**src/rtl/gtl_pkg.sv**
```systemverilog
`timescale 1ns/1ps
package gtl_pkg;

  typedef enum logic {
    SMP_MID    = 1'b0,
    SMP_ONTIME = 1'b1
  } smp_kind_e;

  // Width of the error so that the worst-case product sum cannot overflow.
  function automatic int ted_width(input int sw);
    return 2 * sw + 2;
  endfunction

endpackage

```
**src/rtl/gtl_sample_tap.sv**
```systemverilog
`timescale 1ns/1ps
module gtl_sample_tap
  import gtl_pkg::*;
#(
  parameter int W = 12
) (
  input  logic                clk,
  input  logic                rst_n,
  input  logic                s_valid,
  input  logic                s_ontime,
  input  logic signed [W-1:0] s_i,
  input  logic signed [W-1:0] s_q,
  output logic                sym_valid,
  output logic signed [W-1:0] sym_i,
  output logic signed [W-1:0] sym_q,
  output logic                fire,
  output logic signed [W-1:0] ot_i,
  output logic signed [W-1:0] ot_q,
  output logic signed [W-1:0] pm_i,
  output logic signed [W-1:0] pm_q
);

  smp_kind_e          kind;
  logic               have_mid;
  logic               pending;
  logic signed [W-1:0] last_mid_i;
  logic signed [W-1:0] last_mid_q;

  assign kind = smp_kind_e'(s_ontime);
  // Error event: a mid sample closing a pending on-time sample.
  assign fire = s_valid && (kind == SMP_MID) && pending;

  always_ff @(posedge clk) begin
    if (!rst_n) begin
      sym_valid  <= 1'b0;
      sym_i      <= '0;
      sym_q      <= '0;
      ot_i       <= '0;
      ot_q       <= '0;
      pm_i       <= '0;
      pm_q       <= '0;
      last_mid_i <= '0;
      last_mid_q <= '0;
      have_mid   <= 1'b0;
      pending    <= 1'b0;
    end else begin
      sym_valid <= 1'b0;
      if (s_valid) begin
        if (kind == SMP_ONTIME) begin
          sym_valid <= 1'b1;
          sym_i     <= s_i;
          sym_q     <= s_q;
          ot_i      <= s_i;
          ot_q      <= s_q;
          pm_i      <= last_mid_i;
          pm_q      <= last_mid_q;
          pending   <= have_mid;
        end else begin
          last_mid_i <= s_i;
          last_mid_q <= s_q;
          have_mid   <= 1'b1;
          pending    <= 1'b0;
        end
      end
    end
  end

endmodule

```
**src/rtl/gtl_ted.sv**
```systemverilog
`timescale 1ns/1ps
module gtl_ted #(
  parameter int W  = 12,
  parameter int EW = 2 * W + 2
) (
  input  logic                 clk,
  input  logic                 rst_n,
  input  logic                 fire,
  input  logic signed [W-1:0]  ot_i,
  input  logic signed [W-1:0]  ot_q,
  input  logic signed [W-1:0]  pm_i,
  input  logic signed [W-1:0]  pm_q,
  input  logic signed [W-1:0]  nm_i,
  input  logic signed [W-1:0]  nm_q,
  output logic                 err_valid,
  output logic signed [EW-1:0] err
);

  localparam int DW = W + 1;

  // Re{conj(ot) * (nm - pm)} with every intermediate wide enough to be exact.
  function automatic logic signed [EW-1:0] ted_metric(
    input logic signed [W-1:0] oi, input logic signed [W-1:0] oq,
    input logic signed [W-1:0] pi, input logic signed [W-1:0] pq,
    input logic signed [W-1:0] ni, input logic signed [W-1:0] nq);
    logic signed [DW-1:0] di, dq;
    logic signed [EW-1:0] pr_i, pr_q;
    di   = DW'(ni) - DW'(pi);
    dq   = DW'(nq) - DW'(pq);
    pr_i = EW'(oi) * EW'(di);
    pr_q = EW'(oq) * EW'(dq);
    return pr_i + pr_q;
  endfunction

  always_ff @(posedge clk) begin
    if (!rst_n) begin
      err_valid <= 1'b0;
      err       <= '0;
    end else begin
      err_valid <= fire;
      if (fire) begin
        err <= ted_metric(ot_i, ot_q, pm_i, pm_q, nm_i, nm_q);
      end
    end
  end

endmodule

```
**src/rtl/gtl_loop_filter.sv**
```systemverilog
`timescale 1ns/1ps
module gtl_loop_filter #(
  parameter int EW    = 26,
  parameter int ACC_W = 32,
  parameter int SHW   = $clog2(ACC_W)
) (
  input  logic                    clk,
  input  logic                    rst_n,
  input  logic                    err_valid,
  input  logic signed [EW-1:0]    err,
  input  logic [SHW-1:0]          k1_shift,
  input  logic [SHW-1:0]          k2_shift,
  input  logic                    freq_load,
  input  logic signed [ACC_W-1:0] freq_load_val,
  input  logic                    freq_clear,
  output logic [ACC_W-1:0]        phase_acc,
  output logic signed [ACC_W-1:0] freq_acc
);

  logic signed [ACC_W-1:0] err_ext;
  logic signed [ACC_W-1:0] phase_step;
  logic signed [ACC_W-1:0] freq_step;

  generate
    if (ACC_W >= EW) begin : g_sext
      assign err_ext = ACC_W'(err);
    end else begin : g_trunc
      assign err_ext = err[ACC_W-1:0];
    end
  endgenerate

  function automatic logic signed [ACC_W-1:0] gain_shift(
    input logic signed [ACC_W-1:0] v, input logic [SHW-1:0] sh);
    return v >>> sh;
  endfunction

  assign phase_step = gain_shift(err_ext, k1_shift);
  assign freq_step  = gain_shift(err_ext, k2_shift);

  always_ff @(posedge clk) begin
    if (!rst_n) begin
      phase_acc <= '0;
      freq_acc  <= '0;
    end else begin
      if (err_valid) begin
        phase_acc <= phase_acc + phase_step + freq_acc;
      end
      if (freq_load) begin
        freq_acc <= freq_load_val;
      end else if (freq_clear) begin
        freq_acc <= '0;
      end else if (err_valid) begin
        freq_acc <= freq_acc + freq_step;
      end
    end
  end

endmodule

```
**src/rtl/gtl_timing_loop.sv**
```systemverilog
`timescale 1ns/1ps
module gtl_timing_loop
  import gtl_pkg::*;
#(
  parameter int W     = 12,
  parameter int ACC_W = 32,
  parameter int SHW   = $clog2(ACC_W),
  parameter int EW    = ted_width(W)
) (
  input  logic                    clk,
  input  logic                    rst_n,
  input  logic                    s_valid,
  input  logic                    s_ontime,
  input  logic signed [W-1:0]     s_i,
  input  logic signed [W-1:0]     s_q,
  input  logic [SHW-1:0]          k1_shift,
  input  logic [SHW-1:0]          k2_shift,
  input  logic                    freq_load,
  input  logic signed [ACC_W-1:0] freq_load_val,
  input  logic                    freq_clear,
  output logic                    sym_valid,
  output logic signed [W-1:0]     sym_i,
  output logic signed [W-1:0]     sym_q,
  output logic                    ted_valid,
  output logic signed [EW-1:0]    ted_err,
  output logic [ACC_W-1:0]        phase_acc,
  output logic signed [ACC_W-1:0] freq_acc
);

  logic                ted_fire;
  logic signed [W-1:0] ot_i, ot_q, pm_i, pm_q;

  gtl_sample_tap #(.W(W)) u_tap (
    .clk(clk), .rst_n(rst_n),
    .s_valid(s_valid), .s_ontime(s_ontime), .s_i(s_i), .s_q(s_q),
    .sym_valid(sym_valid), .sym_i(sym_i), .sym_q(sym_q),
    .fire(ted_fire),
    .ot_i(ot_i), .ot_q(ot_q), .pm_i(pm_i), .pm_q(pm_q)
  );

  gtl_ted #(.W(W), .EW(EW)) u_ted (
    .clk(clk), .rst_n(rst_n), .fire(ted_fire),
    .ot_i(ot_i), .ot_q(ot_q), .pm_i(pm_i), .pm_q(pm_q),
    .nm_i(s_i), .nm_q(s_q),
    .err_valid(ted_valid), .err(ted_err)
  );

  gtl_loop_filter #(.EW(EW), .ACC_W(ACC_W), .SHW(SHW)) u_lf (
    .clk(clk), .rst_n(rst_n),
    .err_valid(ted_valid), .err(ted_err),
    .k1_shift(k1_shift), .k2_shift(k2_shift),
    .freq_load(freq_load), .freq_load_val(freq_load_val),
    .freq_clear(freq_clear),
    .phase_acc(phase_acc), .freq_acc(freq_acc)
  );

endmodule

```
**config.mk**
```make
export PLATFORM = sky130hd
export DESIGN_NAME = gtl_timing_loop
export DESIGN_NICKNAME = d
export VERILOG_FILES = /design/src/rtl/gtl_pkg.sv /design/src/rtl/gtl_sample_tap.sv /design/src/rtl/gtl_ted.sv /design/src/rtl/gtl_loop_filter.sv /design/src/rtl/gtl_timing_loop.sv
export SDC_FILE = /design/constraint.sdc
export NUM_CORES = 2
export LEC_CHECK = 0
export ABC_AREA = 1
export BUFFER_PORTS_ARGS = -buffer_cell sky130_fd_sc_hd__buf_4
export CAP_MARGIN = 20
export CORE_MARGIN = 10
export CORE_UTILIZATION = 45
export CTS_CLUSTER_SIZE = 25
export DETAILED_ROUTE_END_ITERATION = 12
export PLACE_DENSITY = 0.68
export SYNTH_ARGS = -nofsm -noshare
export SYNTH_HDL_FRONTEND = slang
export SYNTH_SLANG_ARGS = --single-unit
export TNS_END_PERCENT = 10
```
**constraint.sdc**
```tcl
create_clock -name clk -period 11.3 [get_ports clk]
set_input_delay 1.695 -clock clk [delete_from_list [all_inputs] [get_ports clk]]
set_output_delay 1.695 -clock clk [all_outputs]
set_load 0.02 [all_outputs]
```
======== Yosys cells after proc, flatten, opt, wreduce, memory -nomap -nowiden ========
Cells that the tools add are included.
word-level totals
  register bits after elaboration ......... 166
  ROM bits ................................ 0
  input port bits ......................... 72
  memories ................................ 0
  logic and storage cells ................. 35
  output and inout bits ................... 116
  memory bits (writable) .................. 0
  latch bits .............................. 0
cells by class
  $add $sub $neg .......................... 6
  equal/unequal tests ..................... 0
  div/mod/pow operators ................... 0
  reductions and logical operators ........ 6
  $mul .................................... 2
  shift operators ......................... 2
  muxes and demuxes ....................... 5
  $lt $le $gt $ge ......................... 0
  bitwise operators ....................... 1
operators by type and width
  kind               number
  $add 32x32->32     3
  $mux 32            3
  $sshr 26x5->32     2
  $mul 12x13->25     2
  $add 26x26->26     1
  $sub 12x12->13     2
  $reduce_and 2->1   3
  $reduce_bool 3->1  1
  $logic_and 1x1->1  2
  $mux 1             2
  $not 1->1          1

======== Logic depth before layout (Yosys ltp) ========
  depth after elaboration ................. 5
  depth in mapped cells ................... 43
  depth with buffers taken out ............ 43

======== By module ========
From an unflattened synthesis, not the netlist that was laid out.
unflattened totals
  cells, all modules ...................... 4029
  area total of the unflattened synthesis .. 27435.1 µm²
modules (own cells, without submodules)
  module           times used  cells an instance  area an instance (µm²)  seq. area each (µm²)
  gtl_ted          1           1820               14442.6                 540.5
  gtl_loop_filter  1           1808               10020.9                 1281.2
  gtl_sample_tap   1           401                2971.6                  1501.4

======== Worst setup path after synthesis ========
OpenSTA, ideal clock, no wires.
  path type ............................... input-to-reg
  start point ............................. input s_i[0]
  end point ............................... register u_ted.err[19]
  path buffers ............................ 0
  stages .................................. 37
  setup time .............................. 0.109 ns
  path slack .............................. 2.939 ns
  arrival time ............................ 8.252 ns
  data required time ...................... 11.191 ns
  cell sequence ........................... inv_1 ha_1 fa_1 nand3b_1 nand2_1 nand3_1 nand4_1 or2_1 nand2_2 nor2_1 inv_1 fa_1 inv_1 ha_1 inv_1 fa_1 inv_1 fa_1 inv_1 fa_1 inv_1 ha_1 a21oi_1 a21boi_0 nand2_1 nor2_1 o21ai_0 xor2_1 ha_1 nand2_1 nor2_2 nor3b_1 nand4_1 nand4_1 nand3_1 nand2_1 inv_1
between the ends
  cells in the longest elaborated chain, start to end .. 3
ends and longest elaborated chain
  element               RTL line               RTL
  from (decl)           gtl_timing_loop.sv:14  input logic signed [W-1:0] s_i,
  $sub 12x12->13        gtl_ted.sv:28          di = DW'(ni) - DW'(pi);
  $mul 12x13->25        gtl_ted.sv:30          pr_i = EW'(oi) * EW'(di);
  $add 26x26->26        gtl_ted.sv:32          return pr_i + pr_q;
  to (signal assigned)  gtl_ted.sv:42          err <= ted_metric(ot_i, ot_q, pm_i, pm_q, nm_i, nm_q);
  to (decl)             gtl_ted.sv:16          output logic signed [EW-1:0] err
No other way between the ends.
A chain may end at the register's enable or synchronous reset.

======== Worst setup path in the final report ========
Ends and elaborated chain as after synthesis.

==> results.md <==
* Area grow syn2layout at 9.21%
* Longest Clk Path Bufs at 2
* Die Wd at ~270 um
* Seq/Total Area, Yosys at 0.118
* Mapped Avg Cell Area at between 6 and 7 um2
* Top cell type's share of synthesized area at 0.236
* H-tree Lvls at 4
* Relative slew margins at 0.279
* Total grt overflow at 0
* Clk sink count at about 170
* FF-to-FF setup slack at approximately 3.4 ns
* Synth Register Bits at roughly 170
* Post-CTS Hold Buffers at 0
* Mapped cell area at roughly 28000 um2
* Max Fclk at 112 MHz
* Clock input transition at the sequential cells of the worst setup and hold paths at 0.09 ns
* Synth Warn # at 0
* Largest net degree at the start of global routing at 95
* Die footprint at 73100 um2
* R2R cell count at 37
* Final nets at ~4900
* Leak at approximately 16 nW
* Final core utilization at 0.498
* Outcome: finished clean
* Detailed placement HPWL at 74300 um
* End point of the critical path: u_ted.err[19]
* Crit Path Class: in2reg
* CP Max Fanout at 7
* Overall power at approximately 7.8 mW
* Rows at 91
* Ports at approximately 190
* GPL Wtd Cong at 0.986
* Drt drc at 0
* Worst EP arrival at 9.35 ns
* PD cells at roughly 250 nW/um2
* Port bufs at around 190
* Initial Util at 0.456
* DR vias at 26873
* Inst Count DP at 5127
* Worst path slowest cell: fa_1
* WL/cell at around 17 um
* Vias/cell at 5.21
* Largest area contributor in the netlist: fa_1
* Fin crit period at between 8 and 9 ns
* Setup TNS Final at 0 ns
* Synth area leaders: fa_1 24%, nand2_1 13%, dfxtp_1 12%, inv_1 11%, ha_1 9.6%
* Final WS setup at about 2.4 ns
* Synthesized Nets at 4838
* Endpoints failing setup at 0
* Capturing point of the worst reg2reg path: u_ted.err[19]
* Dpl ws at 1.95 ns
* Final worst-path cycle share at 0.791
* First-pass GRT wire length at approximately 140000 um
* Total of max-cap violations at 0
* Final Non-Filler Cells at between 5000 and 6000
* Drt pass-1 iters at 6
* CP peak stage delay at ~0.54 ns
* Setup crit end kind: flop
* Die Ht at 270 um
* Antenna violations before repair at 1
* Worst slew pin tran at 1.08 ns
* Count of cell types in the netlist at 57
* Count of pins over their slew limit at 0
* Share of cells above drive strength 1 at 0.0696
* Routed Wire Length at between 80000 and 90000 um
* CP Launch Type: input port
* CTS root buf: clkbuf_16
* CP Data Required Time at between 10 and 15 ns
* Setup Skew at approximately 0.016 ns
* Reg-to-Reg Start: u_tap.pm_i[0]
* Number of routed nets with antenna violations at 0
* Hold Path Class: reg2reg
* Vias in the first global route at around 25000
* Initial DRC count at roughly 2400
* Worst-Skew Late Latency at roughly 0.50 ns
* Core Area at about 62000 um2
* CTS resizes at 0
* Setup crit start: s_i[0]
* Unrepaired setup endpoints after global routing: false
* CTS tree: yes
* Total CTS buffers at 17
* Post-CTS setup buffers at 0
* Number of cells produced by synthesis at ~4200
* Cell mode on critical path: inv_1
* Max IR drop VDD at ~330 uV
* Final-report hold violation count at 0
* Total GRT Usage at 0.243
==> Yosys cell counts, drive strengths merged <==
library cell     n
nor2           429
a221oi           1
nand2         1009
o211ai          15
a21oi          301
mux2i           22
a32o             1
or2             23
dfxtp          166
clkbuf          82
xor2            47
a21o            11
xnor2           35
a31oi            4
o211a            1
o21ai          354
nand3          175
a22oi            4
and3             1
nor2b            1
clkinv          10
o21bai          14
inv            829
a311oi           1
o21a             4
nand4           34
nor3            26
a21boi           5
fa             332
nor4             4
and2             6
ha             216
o31ai            4
nand3b           8
nand2b           1
nor3b            1
buf             41
==> layer usage <==
layer	vias to the layer above	track usage	wire [um]
met5	-	0	13
met4	2	0.0707	2470
met3	97	0.0437	6430
met2	888	0.397	41400
met1	12610	0.325	39100
li1	13276	-	-
==> critical path, delay by kind of cell <==
family	cells	cell delay, ns
AOI/OAI and AO/OA	2	0.44
adders and majority gates	9	3.72
buffers and inverters	9	0.64
and+or+nand+nor	18	2.72
xor gates and xnor gates	1	0.13
==> cell families after synthesis <==
| group | Yosys count | synth area share |
|---|---|---|
| DFF | 166 | 0.118 |
| xor gates and xnor gates | 82 | 0.0268 |
| buffers and inverters | 962 | 0.131 |
| muxes | 22 | 0.00781 |
| adders and majority gates | 548 | 0.332 |
| and+or+nand+nor | 1718 | 0.250 |
| AOI/OAI and AO/OA | 720 | 0.135 |
==> per-stage QoR <==
step	cell area (um2)	hold WS, ns
finish	30800	0.465
detailed placement	30200	0.456
global placement	30200	0.449
global route	30800	0.503
CTS	30800	0.468
floorplan	28200	0.433
==> cells in the final DEF, fill, tap and decap left out, types with 11 or more instances in the layout <==
cell and n:
nand3_1 172, a21oi_1 297, nor3_1 21, o21bai_1 14
xnor2_1 35, a21o_1 11, inv_2 13, o211ai_1 14
nand4_1 33, nor2_2 12, clkbuf_16 17, dfxtp_1 165
nor2_1 417, fa_1 332, nand2_1 995, buf_4 195
mux2i_1 22, o21ai_1 50, ha_1 216, o21ai_0 303
inv_1 814, xor2_1 42
==> state kept, by name (all words and copies together), names as in the netlist <==
register,count
u_tap.sym_q,12
u_tap.sym_valid,1
u_lf.phase_acc,32
u_tap.pm_q,12
u_tap.pending,1
u_tap.pm_i,12
u_tap.have_mid,1
u_lf.freq_acc,32
u_tap.last_mid_q,12
u_tap.sym_i,12
u_tap.last_mid_i,12
u_ted.err,26
u_ted.err_valid,1
==> cell type report <==
| type | instances | area, um2 |
|---|---|---|
| clock inverter | 15 | 194 |
| inverter | 839 | 3150 |
| antenna | 1 | 2.50 |
| tap | 837 | 1050 |
| fill | 6377 | 31000 |
| multi-input combinational | 3090 | 21200 |
| timing repair buffer | 195 | 1460 |
| sequential | 166 | 3320 |
| clock buffer | 17 | 425 |
==> where the power goes <==
group | total [mW] | switching (mW) | internal (mW)
Sequential | 0.664 | 0.0519 | 0.612
Combinational | 6.52 | 4.26 | 2.26
Clock | 0.632 | 0.330 | 0.302
Total | 7.82 | 4.64 | 3.17
==> worst min path at each step <==
| stage | startpoint | slack (ns) | end | cells past startpoint |
|---|---|---|---|---|
| after floorplan | u_tap.pm_i[10] | 0.43 | u_tap.pm_i[10] | 2 |
| after global placement | u_tap.pm_i[9] | 0.45 | u_tap.pm_i[9] | 2 |
| after detailed placement | u_tap.pm_q[10] | 0.46 | u_tap.pm_q[10] | 2 |
| after CTS | u_tap.pm_q[10] | 0.47 | u_tap.pm_q[10] | 2 |
| after global routing | u_tap.pm_q[3] | 0.50 | u_tap.pm_q[3] | 2 |
| final | u_tap.pm_q[10] | 0.47 | u_tap.pm_q[10] | 2 |
Note: power is estimated with default switching activity, not from simulation.
